`config.mk`:
```
export PLATFORM = sky130hd
export DESIGN_NAME = rd_trim_calib
export DESIGN_NICKNAME = d
export VERILOG_FILES = /design/src/rtl/rtc_pkg.sv /design/src/rtl/rtc_ref.sv /design/src/rtl/rtc_pack.sv /design/src/rtl/rd_trim_calib.sv
export SDC_FILE = /design/constraint.sdc
export NUM_CORES = 1
export LEC_CHECK = 0
export BUFFER_PORTS_ARGS = -buffer_cell sky130_fd_sc_hd__buf_2
export CAP_MARGIN = 15
export CORE_ASPECT_RATIO = 1.75
export CORE_MARGIN = 10
export CORE_UTILIZATION = 50
export DETAILED_ROUTE_END_ITERATION = 12
export PLACE_DENSITY = 0.81
export SYNTH_ARGS = -nofsm -noshare
export SYNTH_HDL_FRONTEND = slang
export SYNTH_SLANG_ARGS = --single-unit
```
`constraint.sdc`:
```
create_clock -name clk -period 2.1 [get_ports clk]
set_clock_uncertainty 0.05 [all_clocks]
set_input_delay 0.315 -clock clk [delete_from_list [all_inputs] [get_ports clk]]
set_output_delay 0.315 -clock clk [all_outputs]
set_load 0.02 [all_outputs]
```
`src/rtl/rtc_pkg.sv`:
```
package rtc_pkg;

  typedef enum logic [2:0] {
    S_IDLE,
    S_REF_WAIT,
    S_PICK,
    S_TRY_WAIT,
    S_NEXT,
    S_DONE
  } cal_state_e;

  // Divisor code for divide ratio d (1..16): even (d-1) maps to 15-(d-1)/2,
  // odd (d-1) maps to 7-(d-1)/2; ratio 16 yields code 0.
  function automatic logic [3:0] div_code(input int unsigned ratio);
    int unsigned k;
    k = ratio - 1;
    if (k[0]) return 4'(7 - (k >> 1));
    else      return 4'(15 - (k >> 1));
  endfunction

endpackage

```
`src/rtl/rtc_ref.sv`:
```
module rtc_ref #(
  parameter int CSUM_W = 32
) (
  input  logic              clk,
  input  logic              rst,
  input  logic              load,
  input  logic [CSUM_W-1:0] csum_in,
  output logic              match
);

  logic [CSUM_W-1:0] ref_q;

  always_ff @(posedge clk) begin
    if (rst)       ref_q <= '0;
    else if (load) ref_q <= csum_in;
  end

  assign match = (csum_in == ref_q);


  ref_hold_chk: assert property (@(posedge clk) disable iff (rst)
    !load |=> $stable(ref_q));

endmodule

```
`src/rtl/rtc_pack.sv`:
```
module rtc_pack #(
  parameter int NUM_RATIO = 5,
  parameter int NIB_W     = 4,
  parameter int RES_W     = 32,
  localparam int IDX_W    = (NUM_RATIO > 1) ? $clog2(NUM_RATIO) : 1
) (
  input  logic             clk,
  input  logic             rst,
  input  logic             clr,
  input  logic             wr_en,
  input  logic [IDX_W-1:0] wr_idx,
  input  logic [NIB_W-1:0] wr_val,
  output logic [RES_W-1:0] timing
);

  localparam int USED_W = NUM_RATIO * NIB_W;

  for (genvar g = 0; g < NUM_RATIO; g++) begin : g_nib
    logic [NIB_W-1:0] nib_q;
    always_ff @(posedge clk) begin
      if (rst || clr)
        nib_q <= '0;
      else if (wr_en && (wr_idx == IDX_W'(g)))
        nib_q <= wr_val;
    end
    assign timing[g*NIB_W +: NIB_W] = nib_q;
  end

  if (RES_W > USED_W) begin : g_pad
    assign timing[RES_W-1:USED_W] = '0;
  end


  clr_zero_chk: assert property (@(posedge clk) disable iff (rst)
    clr |=> (timing == '0));

endmodule

```
`src/rtl/rd_trim_calib.sv`:
```
module rd_trim_calib
  import rtc_pkg::*;
#(
  parameter int NUM_RATIO  = 5,
  parameter int DLY_W      = 4,
  parameter int CYC_MAX    = 5,
  parameter int CSUM_W     = 32,
  parameter int RES_W      = 32,
  parameter int OFS_W      = 32,
  parameter logic [OFS_W-1:0] REGION_OFS = 32'h0001_0000,
  parameter logic [OFS_W-1:0] REGION_LEN = 32'h0000_0200
) (
  input  logic                 clk,
  input  logic                 rst,
  input  logic                 start,
  input  logic [NUM_RATIO-1:0] ratio_allow,
  output logic                 req_valid,
  output logic [3:0]           req_div,
  output logic [DLY_W-1:0]     req_dly,
  output logic [OFS_W-1:0]     req_ofs,
  output logic [OFS_W-1:0]     req_len,
  input  logic                 rsp_valid,
  input  logic [CSUM_W-1:0]    rsp_csum,
  output logic                 done,
  output logic [RES_W-1:0]     timing,
  output logic [NUM_RATIO-1:0] fail_flags
);

  localparam int CNT_W = DLY_W - 1;
  localparam int IDX_W = (NUM_RATIO > 1) ? $clog2(NUM_RATIO) : 1;

  cal_state_e       st;
  logic [IDX_W-1:0] idx;
  logic [CNT_W-1:0] cyc;
  logic             hi;
  logic             req_valid_q;
  logic [3:0]       req_div_q;
  logic [DLY_W-1:0] req_dly_q;
  logic             done_q;
  logic [NUM_RATIO-1:0] fail_q;
  logic             match;
  logic [3:0]       code_tab [NUM_RATIO];

  for (genvar g = 0; g < NUM_RATIO; g++) begin : g_code
    assign code_tab[g] = div_code(g + 1);
  end

  logic ref_load, pack_clr, pack_wr;
  assign ref_load = (st == S_REF_WAIT) && rsp_valid;
  assign pack_clr = (st == S_IDLE) && start;
  assign pack_wr  = (st == S_TRY_WAIT) && rsp_valid && !hi && match;

  rtc_ref #(.CSUM_W(CSUM_W)) u_ref (
    .clk     (clk),
    .rst     (rst),
    .load    (ref_load),
    .csum_in (rsp_csum),
    .match   (match)
  );

  rtc_pack #(.NUM_RATIO(NUM_RATIO), .NIB_W(DLY_W), .RES_W(RES_W)) u_pack (
    .clk    (clk),
    .rst    (rst),
    .clr    (pack_clr),
    .wr_en  (pack_wr),
    .wr_idx (idx),
    .wr_val ({1'b0, cyc}),
    .timing (timing)
  );

  always_ff @(posedge clk) begin
    if (rst) begin
      st          <= S_IDLE;
      idx         <= '0;
      cyc         <= '0;
      hi          <= 1'b0;
      req_valid_q <= 1'b0;
      req_div_q   <= '0;
      req_dly_q   <= '0;
      done_q      <= 1'b0;
      fail_q      <= '0;
    end else begin
      req_valid_q <= 1'b0;
      done_q      <= 1'b0;
      case (st)
        S_IDLE: begin
          if (start) begin
            fail_q      <= '0;
            req_valid_q <= 1'b1;
            req_div_q   <= '0;
            req_dly_q   <= '0;
            st          <= S_REF_WAIT;
          end
        end
        S_REF_WAIT: begin
          if (rsp_valid) begin
            idx <= IDX_W'(NUM_RATIO - 1);
            st  <= S_PICK;
          end
        end
        S_PICK: begin
          if (ratio_allow[idx]) begin
            cyc         <= '0;
            hi          <= 1'b1;
            req_valid_q <= 1'b1;
            req_div_q   <= code_tab[idx];
            req_dly_q   <= {1'b1, {CNT_W{1'b0}}};
            st          <= S_TRY_WAIT;
          end else begin
            st <= S_NEXT;
          end
        end
        S_TRY_WAIT: begin
          if (rsp_valid) begin
            if (hi && match) begin
              hi          <= 1'b0;
              req_valid_q <= 1'b1;
              req_dly_q   <= {1'b0, cyc};
            end else if (!hi && match) begin
              st <= S_NEXT;
            end else if (cyc == CNT_W'(CYC_MAX)) begin
              fail_q[idx] <= 1'b1;
              st          <= S_NEXT;
            end else begin
              cyc         <= cyc + 1'b1;
              hi          <= 1'b1;
              req_valid_q <= 1'b1;
              req_dly_q   <= {1'b1, cyc + 1'b1};
            end
          end
        end
        S_NEXT: begin
          if (idx == '0) begin
            st <= S_DONE;
          end else begin
            idx <= idx - 1'b1;
            st  <= S_PICK;
          end
        end
        S_DONE: begin
          done_q <= 1'b1;
          st     <= S_IDLE;
        end
        default: st <= S_IDLE;
      endcase
    end
  end

  assign req_valid  = req_valid_q;
  assign req_div    = req_div_q;
  assign req_dly    = req_dly_q;
  assign req_ofs    = REGION_OFS;
  assign req_len    = REGION_LEN;
  assign done       = done_q;
  assign fail_flags = fail_q;


  req_pulse_chk: assert property (@(posedge clk) disable iff (rst)
    req_valid |=> !req_valid);


  ref_first_chk: assert property (@(posedge clk) disable iff (rst)
    (st == S_IDLE && start) |=> (req_valid && req_div == 4'd0 && req_dly == '0));


  req_hold_chk: assert property (@(posedge clk) disable iff (rst)
    (st == S_TRY_WAIT && !rsp_valid) |=> ($stable(req_div) && $stable(req_dly)));


  dly_range_chk: assert property (@(posedge clk) disable iff (rst)
    req_valid |-> (req_dly[CNT_W-1:0] <= CNT_W'(CYC_MAX)));


  done_pulse_chk: assert property (@(posedge clk) disable iff (rst)
    done |=> !done);


  result_hold_chk: assert property (@(posedge clk) disable iff (rst)
    (st == S_IDLE && !start) |=> ($stable(timing) && $stable(fail_flags)));

endmodule

```
==> flow_metrics.env <==
export IMPL_drt_total_wl_mm=10.1
export IMPL_die_y_um=139
export IMPL_crit_fanout=7
export IMPL_core_area_mm2=0.00791
export IMPL_postCtsHoldBufs=0
export IMPL_synth_flop_cell="dfxtp_1"
export IMPL_setup_viol=0
export IMPL_critPathCaptureType="flip-flop"
export IMPL_vias=3336
export IMPL_peakVddDrop_mv=0.732
export IMPL_ios=152
export IMPL_drive_gt1_frac=0.274
export IMPL_die_area_mm2=0.0122
export IMPL_clock_sinks=72
export IMPL_hold_class="primary input to flip-flop"
export IMPL_rows=43
export IMPL_dp_hpwl_mm=7.78
export IMPL_crit_type="flip-flop to flip-flop"
export IMPL_fmax_mhz=487
export IMPL_rsz0062_at_grt="yes"
export IMPL_start_kind="flip-flop"
export IMPL_synth_seq_cells=72
export IMPL_power_mw=4.34
export IMPL_slew_violations=0
export IMPL_m1WireLength_mm=3.33
export IMPL_synth_area_mm2=0.00405
export IMPL_wl_met2_mm=5.41
export IMPL_port_buffers=70
export IMPL_overflow=0
export IMPL_synth_cell_types=49
export IMPL_grt_pass1_vias=3391
export IMPL_cap_violations=0
export IMPL_arrival_ns=2.22
export IMPL_r2r_slack_ns=0.05
export IMPL_r2r_end="u_pack.g_nib[2].nib_q[1]"
export IMPL_nets=616
export IMPL_yosysTopAreaCellShare=0.356
export IMPL_top_layer="met4"
export IMPL_route_detailed_drc=0
export IMPL_worstReg2RegStart="u_ref.ref_q[21]"
export IMPL_firstDrtPassIters=4
export IMPL_drt_iter0_drc=141
export IMPL_clockBufferDepth=2
export IMPL_powerDensity_mw_per_mm2=900
export IMPL_dp_worst_setup_slack_ns=-0.120
export IMPL_cts_tree="done"
export IMPL_synth_most_common_cell="buf_4"
export IMPL_grt_pass1_wl_mm=15.4
export IMPL_grt_max_degree=33
export IMPL_gp_congestion=0.836
export IMPL_synth_edf_count=0
export IMPL_worst_slew_pin_transition_ns=0.543
export IMPL_clk_pin_slew_ns=0.06
export IMPL_routed_wl_met3_mm=1.12
export IMPL_reg2reg_depth=9
export IMPL_cts_htree_levels=3
export IMPL_status="complete, no violations"
export IMPL_period_share=0.978
export IMPL_yosys_top_cells_area="dfxtp_1, buf_4, xnor2_1"
export IMPL_wire_per_inst_um=15.2
export IMPL_detail_route_antenna_nets=0
export IMPL_avgViaCountPerCell=5.03
export IMPL_area_growth_pct=19.0
export IMPL_n_antenna_cell=0
export IMPL_hp_start="rsp_csum[11]"
export IMPL_finalWorstSetupSlack_ns=0.0461
export IMPL_start_util=0.512
export IMPL_root_buffer="clkbuf_16"
export IMPL_synth_cells=484
export IMPL_final_hold_violation_count=0
export IMPL_cts_buffers=9
export IMPL_max_slew_margin=0.638
export IMPL_critPathRequiredTime_ns=2.26
export IMPL_fp_dieW_um=88.0
export IMPL_hold_end="u_ref.ref_q[11]"
export IMPL_antenna_found_initial=0
export IMPL_n_fill_cell=678
export IMPL_grt_usage=0.156
export IMPL_holdWs_ns=0.176
export IMPL_avgSynthCellArea_um2=8.37
export IMPL_clkLatencyLatePin_ns=0.34
export IMPL_yosysSeqAreaShare=0.356
export IMPL_min_period_ns=2.05
export IMPL_p_leak_nw=2.16
export IMPL_async_reset_ff_frac=0
export IMPL_synthTopCellsByCount="buf_4, nand2_1, dfxtp_1"
export IMPL_yosysTopAreaCell="dfxtp_1"
export IMPL_ys_warnings_count=0
export IMPL_holdPathStages=3
per-stage QoR:
stage / instances / instance area, µm² / setup TNS [ns] / utilization
finish: 663 / 4820 / 0 / 0.609
global route: 663 / 4820 / -0.321 / 0.609
CTS: 662 / 4680 / -0.000729 / 0.592
detailed placement: 646 / 4320 / -1.52 / 0.546
global placement: 646 / 4320 / -0.689 / 0.546
floorplan: 563 / 4350 / 0 / -
layout by cell type (no fill, tap or decap), drive strengths merged, types with 2 or more instances in the layout:
| cell | instances |
|---|---|
| buf | 97 |
| conb | 81 |
| nand2 | 78 |
| dfxtp | 72 |
| a21oi | 45 |
| nor2 | 37 |
| xnor2 | 35 |
| mux2i | 19 |
| nand4 | 14 |
| clkbuf | 11 |
| nor4 | 8 |
| inv | 7 |
| ha | 7 |
| o21a | 6 |
| o21ai | 6 |
| and2 | 5 |
| nor3 | 4 |
| nand3 | 3 |
| nand4b | 3 |
| o41ai | 3 |
| bufinv | 3 |
| nand3b | 2 |
| a311oi | 2 |
| a21boi | 2 |
| a31o | 2 |
| a221oi | 2 |
| and3 | 2 |
| mux2 | 2 |
flip-flops by register name, summed over array words and instances (netlist names):
name / count
cyc: 3
st: 3
done: 1
req_valid: 1
idx: 3
req_div: 4
u_ref.ref_q: 32
hi: 1
u_pack.g_nib.nib_q: 15
fail_flags: 5
req_dly: 4
report_power, final:
part           internal [mW]  switching [mW]
clock                   1.22           0.584
sequential              1.47          0.0845
combinational          0.350           0.628
total                   3.04            1.30
metal layers:
| layer | vias up | GRT usage |
|---|---|---|
| met1 | 1565 | 0.143 |
| met5 | - | 0 |
| met2 | 122 | 0.282 |
| met4 | 0 | 0.0838 |
| met3 | 18 | 0.0565 |
| li1 | 1631 | - |
worst max-delay path, stage by stage (launching register included):
cell     delay [ns]
dfxtp_2        0.33
xnor2_2        0.13
nand4_1        0.13
nor4_2         0.34
buf_4          0.18
and2_4         0.19
buf_12         0.13
nand4_2        0.17
mux2i_1        0.21
nor2_1         0.05
repair_timing:
item / CTS / global route
resized for setup: 2 / 28
pin swaps: 0 / 18
buffers inserted: 0 / 1
gates cloned: 0 / 0
hold endpoints to repair: 0 / 0
endpoints found under the setup margin: 2 / 26
cell families (layout without fill, tap and decap cells):
group / count (synthesis) / count (layout) / share of synthesized area
mux: 21 / 21 / 0.0535
fa+ha+maj: 7 / 7 / 0.0216
other cells: 2 / 81 / 0.00185
simple gates: 163 / 163 / 0.198
compound gates: 74 / 74 / 0.112
flops: 72 / 72 / 0.356
xor+xnor: 35 / 35 / 0.0757
buf+inv: 110 / 120 / 0.180
final cells by class:
cell class                      instances  area [µm²]  share of cell area
Timing Repair Buffer                   97         569               0.118
Clock buffer                           11         253              0.0524
Clock inverter                          5         103              0.0213
Sequential cell                        72        1460               0.302
Multi-Input combinational cell        381        2300               0.477
Tap cell                               90         113              0.0234
Inverter                                7        26.3             0.00545
worst max path at each step:
stage	cells past startpoint	endpoint	slack, ns	from
after CTS	9	req_dly[0]	-0.0007	u_ref.ref_q[28]
after detailed placement	10	u_pack.g_nib[0].nib_q[0]	-0.12	rsp_csum[28]
after global placement	9	req_dly[1]	-0.04	rsp_csum[14]
final	9	u_pack.g_nib[2].nib_q[1]	0.05	u_ref.ref_q[21]
after global routing	9	u_pack.g_nib[1].nib_q[2]	-0.05	u_ref.ref_q[21]
after floorplan	8	req_dly[2]	0.24	u_ref.ref_q[24]
No activity file was read; power rests on OpenSTA's default activity.
